`src/rtl/baud_pkg.sv`:
```
package baud_pkg;

  typedef enum logic [1:0] {
    PS_DIV_INT  = 2'b00,
    PS_DIV_FRAC = 2'b01,
    PS_BYPASS_A = 2'b10,
    PS_BYPASS_B = 2'b11
  } ps_mode_e;

  function automatic logic mode_is_bypass(input logic [1:0] m);
    return m[1];
  endfunction

  function automatic logic mode_is_frac(input logic [1:0] m);
    return m == PS_DIV_FRAC;
  endfunction

endpackage

```
`src/rtl/baud_prescaler.sv`:
```
module baud_prescaler #(
  parameter int INT_DIV  = 13,
  parameter int FRAC_NUM = 8,
  parameter int FRAC_DEN = 13
) (
  input  logic       clk,
  input  logic       rst_n,
  input  logic [1:0] mode_q,
  input  logic       restart,
  output logic       pre_en
);
  import baud_pkg::*;

  localparam int IW = (INT_DIV > 1) ? $clog2(INT_DIV) : 1;
  localparam int AW = $clog2(FRAC_DEN + FRAC_NUM + 1);

  logic [IW-1:0] int_cnt;
  logic [AW-1:0] acc;
  logic [AW-1:0] acc_sum;
  logic          int_hit;
  logic          frac_hit;
  logic          raw_en;

  // fractional step: add numerator, wrap at denominator
  function automatic logic [AW-1:0] frac_next(input logic [AW-1:0] s, input logic h);
    return h ? AW'(s - AW'(FRAC_DEN)) : s;
  endfunction

  always_comb begin
    int_hit  = (int_cnt == IW'(INT_DIV - 1));
    acc_sum  = acc + AW'(FRAC_NUM);
    frac_hit = (acc_sum >= AW'(FRAC_DEN));
    if (mode_is_bypass(mode_q))     raw_en = 1'b1;
    else if (mode_is_frac(mode_q))  raw_en = frac_hit;
    else                            raw_en = int_hit;
    pre_en = raw_en & ~restart;
  end

  always_ff @(posedge clk) begin
    if (!rst_n || restart) begin
      int_cnt <= '0;
      acc     <= '0;
    end else begin
      int_cnt <= int_hit ? '0 : IW'(int_cnt + 1'b1);
      acc     <= frac_next(acc_sum, frac_hit);
    end
  end

endmodule

```
`src/rtl/baud_divreg.sv`:
```
module baud_divreg #(
  parameter int DIV_W  = 16,
  parameter int BYTE_W = 8
) (
  input  logic                                  clk,
  input  logic                                  rst_n,
  input  logic                                  wr_en,
  input  logic [$clog2(DIV_W/BYTE_W)-1:0]       wr_sel,
  input  logic [BYTE_W-1:0]                     wr_data,
  input  logic [1:0]                            mode,
  output logic [1:0]                            mode_q,
  output logic [DIV_W-1:0]                      divisor,
  output logic                                  reload
);
  localparam int NB = DIV_W / BYTE_W;
  localparam int SW = $clog2(NB);

  logic [BYTE_W-1:0] bytes_q [NB];

  always_ff @(posedge clk) begin
    if (!rst_n) begin
      for (int i = 0; i < NB; i++) bytes_q[i] <= '0;
      mode_q <= 2'b00;
      reload <= 1'b0;
    end else begin
      for (int i = 0; i < NB; i++)
        if (wr_en && wr_sel == SW'(i)) bytes_q[i] <= wr_data;
      mode_q <= mode;
      reload <= wr_en | (mode != mode_q);
    end
  end

  for (genvar g = 0; g < NB; g++) begin : g_slice
    assign divisor[g*BYTE_W +: BYTE_W] = bytes_q[g];
  end

endmodule

```
`src/rtl/baud_divcount.sv`:
```
module baud_divcount #(
  parameter int DIV_W = 16
) (
  input  logic             clk,
  input  logic             rst_n,
  input  logic [DIV_W-1:0] divisor,
  input  logic             pre_en,
  input  logic             restart,
  output logic [DIV_W-1:0] cnt,
  output logic [DIV_W-1:0] last,
  output logic             tick
);
  // zero divisor behaves as one
  function automatic logic [DIV_W-1:0] terminal(input logic [DIV_W-1:0] d);
    return (d == '0) ? '0 : DIV_W'(d - 1'b1);
  endfunction

  always_comb begin
    last = terminal(divisor);
    tick = pre_en & ~restart & (cnt == last);
  end

  always_ff @(posedge clk) begin
    if (!rst_n || restart)
      cnt <= '0;
    else if (pre_en)
      cnt <= (cnt == last) ? '0 : DIV_W'(cnt + 1'b1);
  end

endmodule

```
`src/rtl/baud16_gen.sv`:
```
module baud16_gen #(
  parameter int DIV_W    = 16,
  parameter int BYTE_W   = 8,
  parameter int INT_DIV  = 13,
  parameter int FRAC_NUM = 8,
  parameter int FRAC_DEN = 13
) (
  input  logic                            clk,
  input  logic                            rst_n,
  input  logic [1:0]                      mode,
  input  logic                            wr_en,
  input  logic [$clog2(DIV_W/BYTE_W)-1:0] wr_sel,
  input  logic [BYTE_W-1:0]               wr_data,
  output logic                            tick16
);
  logic [1:0]       mode_q;
  logic [DIV_W-1:0] divisor;
  logic             reload;
  logic             pre_en;
  logic [DIV_W-1:0] cnt;
  logic [DIV_W-1:0] last;

  baud_divreg #(.DIV_W(DIV_W), .BYTE_W(BYTE_W)) u_regs (
    .clk(clk), .rst_n(rst_n), .wr_en(wr_en), .wr_sel(wr_sel),
    .wr_data(wr_data), .mode(mode), .mode_q(mode_q),
    .divisor(divisor), .reload(reload)
  );

  baud_prescaler #(.INT_DIV(INT_DIV), .FRAC_NUM(FRAC_NUM), .FRAC_DEN(FRAC_DEN)) u_pre (
    .clk(clk), .rst_n(rst_n), .mode_q(mode_q), .restart(reload), .pre_en(pre_en)
  );

  baud_divcount #(.DIV_W(DIV_W)) u_cnt (
    .clk(clk), .rst_n(rst_n), .divisor(divisor), .pre_en(pre_en),
    .restart(reload), .cnt(cnt), .last(last), .tick(tick16)
  );

endmodule

```
`config.mk`:
```
export PLATFORM = sky130hd
export DESIGN_NAME = baud16_gen
export DESIGN_NICKNAME = d
export VERILOG_FILES = /design/src/rtl/baud_pkg.sv /design/src/rtl/baud_prescaler.sv /design/src/rtl/baud_divreg.sv /design/src/rtl/baud_divcount.sv /design/src/rtl/baud16_gen.sv
export SDC_FILE = /design/constraint.sdc
export NUM_CORES = 1
export LEC_CHECK = 0
export ABC_AREA = 1
export BUFFER_PORTS_ARGS = -buffer_cell sky130_fd_sc_hd__buf_2
export CORE_MARGIN = 4
export CORE_UTILIZATION = 55
export DETAILED_ROUTE_END_ITERATION = 8
export PLACE_DENSITY_LB_ADDON = 0.3
export SLEW_MARGIN = 25
export SYNTH_ARGS = -nofsm -noshare
export SYNTH_HDL_FRONTEND = slang
export SYNTH_SLANG_ARGS = --single-unit
```
`constraint.sdc`:
```
create_clock -name clk -period 5.2 [get_ports clk]
set_input_delay 0.78 -clock clk [delete_from_list [all_inputs] [get_ports clk]]
set_output_delay 0.78 -clock clk [all_outputs]
set_load 0.05 [all_outputs]
```
==> flow_summary.ini <==
[cells_and_area]
final_nets = 455
syn2layout_area_growth_pct = 7.45
multiInputGateArea_um2 = 1510
fin_cells = 502
antenna_cells = 0
drive_above_1_share_pct = 11.3
final-seq-area_um2 = 1040
fillers = 464

[power_and_ir_drop]
power_switching_share_pct = 28.1
power.share.clock_pct = 33.4
power_density_nw_per_um2 = 254
internal_power_mw = 0.561
seqPwrFrac_pct = 50.3
ir_worst_vdd_v = 0.000197
power_frac_comb_pct = 16.2
p_leak_nw = 1.35
power_switching_mw = 0.219
power_mw = 0.780

[clocking]
cts_hold_buffers = 0
cts_buffers = 5
ctsHtreeMaxLevel = 2
post_cts_resized = 0
insertion_delay_ps = 300
cts_setup_buffers = 0
clk_root_buffer_cell = clkbuf_8
cts.clk_slew.worst_paths_ps = 90
cts_buffer_depth = 2
tritoncts = yes
clock_sinks = 44

[placed_design]
hpwl_um = 4710
post-place-cells = 494
port-buffer-count = 14
pre_cts_slack_ps = 2000
place.gp.congestion = 0.878

[timing]
maxSlewHeadroom_pct = 52.9
rsz0062_at_grt = false
layout_min_cycle_time_ps = 3550
finalSetupTns_ps = 0
hold_violations = 0
skew_ps = 5.74
setup_violations = 0
maxSlewViolCount = 0
fin_ws_ps = 1650
finalCritPeriodShare_pct = 68.2
worstMarginPinSlew_ps = 702
timing.hold.ws_ps = 472
fmax_mhz = 282

[grt]
grt-ovfl-total = 0
gr-usage-met2_pct = 33.5
use_met1_pct = 26.8
antenna_found_initial = 0
grt.met3_usage_pct = 3.81
grt_max_degree = 30
grt.busiest_layer = met2
grt_pass1_wl_um = 10400
grt_pass1_vias = 2376
grt_usage_pct = 20.6

[critical_path]
endpoint_kind = primary output
reg2reg_depth = 15
worstSetupPathType = reg -> out
r2r_slack_ps = 2660
arrival_ps = 2770
r2r-end = u_cnt.cnt[15]$_SDFFE_PP0P_
rr_startpoint = u_regs.bytes_q[0][0]$_DFFE_PP_
critPathMaxFanout = 29
required_ps = 4420
worstSetupStartpointType = register

[synth]
ys_top_cells_by_area = dfxtp_1, edfxtp_1, nand2_1
synth_ff_type = dfxtp_1
postSynth.asyncResetShare_pct = 0
synth_edf_count = 16
synth_nets = 439
avgSynthCellArea_um2 = 6.83
synth_area_um2 = 2860
yosys.area.top_type = dfxtp_1
ys_seq_area_share_pct = 36.5
synth_seq_cells = 44
syn_inst = 418
synth_top_area_share_pct = 19.6
yosys_warnings = 0
ys_types = 34

[route]
ant_nets = 0
viasPerCell = 5.13
wl_per_cell_um = 11.9
wl_um = 5960
dr.first_iter.drc_count = 141
vias = 2574
drc = 0
firstDrtPassIters = 5

[floorplan]
io_pins = 15
die_area_um2 = 6410
rows = 25
die_y_um = 80.1
die_x_um = 80.1
initial_utilization_pct = 58.5
core_um2 = 4880

[hold_path]
hold_end = u_pre.int_cnt[0]$_SDFF_PP0_
hp-start = u_pre.int_cnt[0]$_SDFF_PP0_
min_path_type = reg -> reg
hold_depth = 1

[job]
max-cap-violations = 0

[run_status]
status = finished clean
-- worst max-delay path, cell delays in order, from the launching register on --
cell,delay [ps]
edfxtp_1,360
inv_1,170
ha_1,270
nand2_2,100
nor2_1,130
nand2_2,320
nand2_1,150
nand2_1,60
nand2_1,70
nand2_1,50
nor2_1,150
nand3_1,100
nor2_2,120
nand2_2,90
inv_1,70
buf_2,250
-- final cells by class --
class	count	area share [%]
Clock buffer	5	2.24
Tap cell	67	2.73
Sequential cell	44	33.9
Timing Repair Buffer	14	2.28
Clock inverter	3	1.35
Multi-Input combinational cell	302	49.3
Inverter	67	8.20
-- worst max-delay path by stage --
stage,start,end
after floorplan,u_regs.bytes_q[0][0]$_DFFE_PP_,tick16
after global placement,u_regs.bytes_q[0][0]$_DFFE_PP_,tick16
after detailed placement,u_regs.bytes_q[0][0]$_DFFE_PP_,tick16
after CTS,u_regs.bytes_q[0][0]$_DFFE_PP_,tick16
after global routing,u_regs.bytes_q[0][0]$_DFFE_PP_,tick16
final,u_regs.bytes_q[0][0]$_DFFE_PP_,tick16
-- cell families (layout without fill, tap and decap cells) --
logic type                 after synthesis  count (layout)  share of synthesized area [%]
and+or+nand+nor                        250             250                           39.9
buffers and inverters                   72              89                           10.6
DFF                                     44              44                           36.5
AOI/OAI and AO/OA                       32              32                           6.00
xor gates and xnor gates                13              13                           3.99
adders and majority gates                7               7                           3.07
-- registers in the layout, summed over array words and instances (netlist names) --
name,count
u_cnt.cnt,16
u_pre.acc,5
u_pre.int_cnt,4
u_regs.bytes_q,16
u_regs.mode_q,2
u_regs.reload,1
-- synthesized netlist by cell type, types with 5 or more instances --
cell,n
nand2_1,103
inv_1,67
nor2_1,58
nand3_1,40
dfxtp_1,28
o21ai_0,17
edfxtp_1,16
nor2_2,15
nand4_1,14
a21oi_1,8
xor2_1,8
ha_1,7
nor3_1,5
xnor2_1,5
-- cell usage in the layout (no fill, tap or decap), types with 2 or more instances in the layout --
cell type	instances
ha_1	7
nand3_2	2
nor2_1	58
inv_1	67
o21ai_1	2
nor3_1	5
nand3_1	40
dfxtp_1	28
a31oi_1	2
clkbuf_8	5
nand2_2	4
xor2_1	8
nand2_1	103
edfxtp_1	16
buf_2	14
nor2_4	2
nor2_2	15
a21oi_1	8
nand4_1	14
xnor2_1	5
o21ai_0	16
-- through the flow --
| stage | instance area, um^2 | util (%) |
|---|---|---|
| 4_1_cts | 3070 | 62.9 |
| 3_3_place_gp | 2960 | 60.6 |
| 3_5_place_dp | 2960 | 60.6 |
| 2_1_floorplan | 2860 | - |
| 6_report | 3070 | 62.9 |
| 5_1_grt | 3070 | 62.9 |
-- power groups by stage --
stage / Combinational (mW) / Clock, mW / Sequential, mW
final: 0.127 / 0.261 / 0.393
after global routing: 0.145 / 0.285 / 0.395
after CTS: 0.126 / 0.268 / 0.392
after detailed placement: 0.126 / 0 / 0.400
after global placement: 0.122 / 0 / 0.400
after floorplan: 0.100 / 0 / 0.395
-- per-layer routing --
metal | vias up | share of wire (%)
li1 | 1358 | -
met1 | 1160 | 46
met2 | 46 | 47
met3 | 10 | 4.5
met4 | 0 | 1.9
met5 | - | 0
No activity file was read; power rests on OpenSTA's default activity.
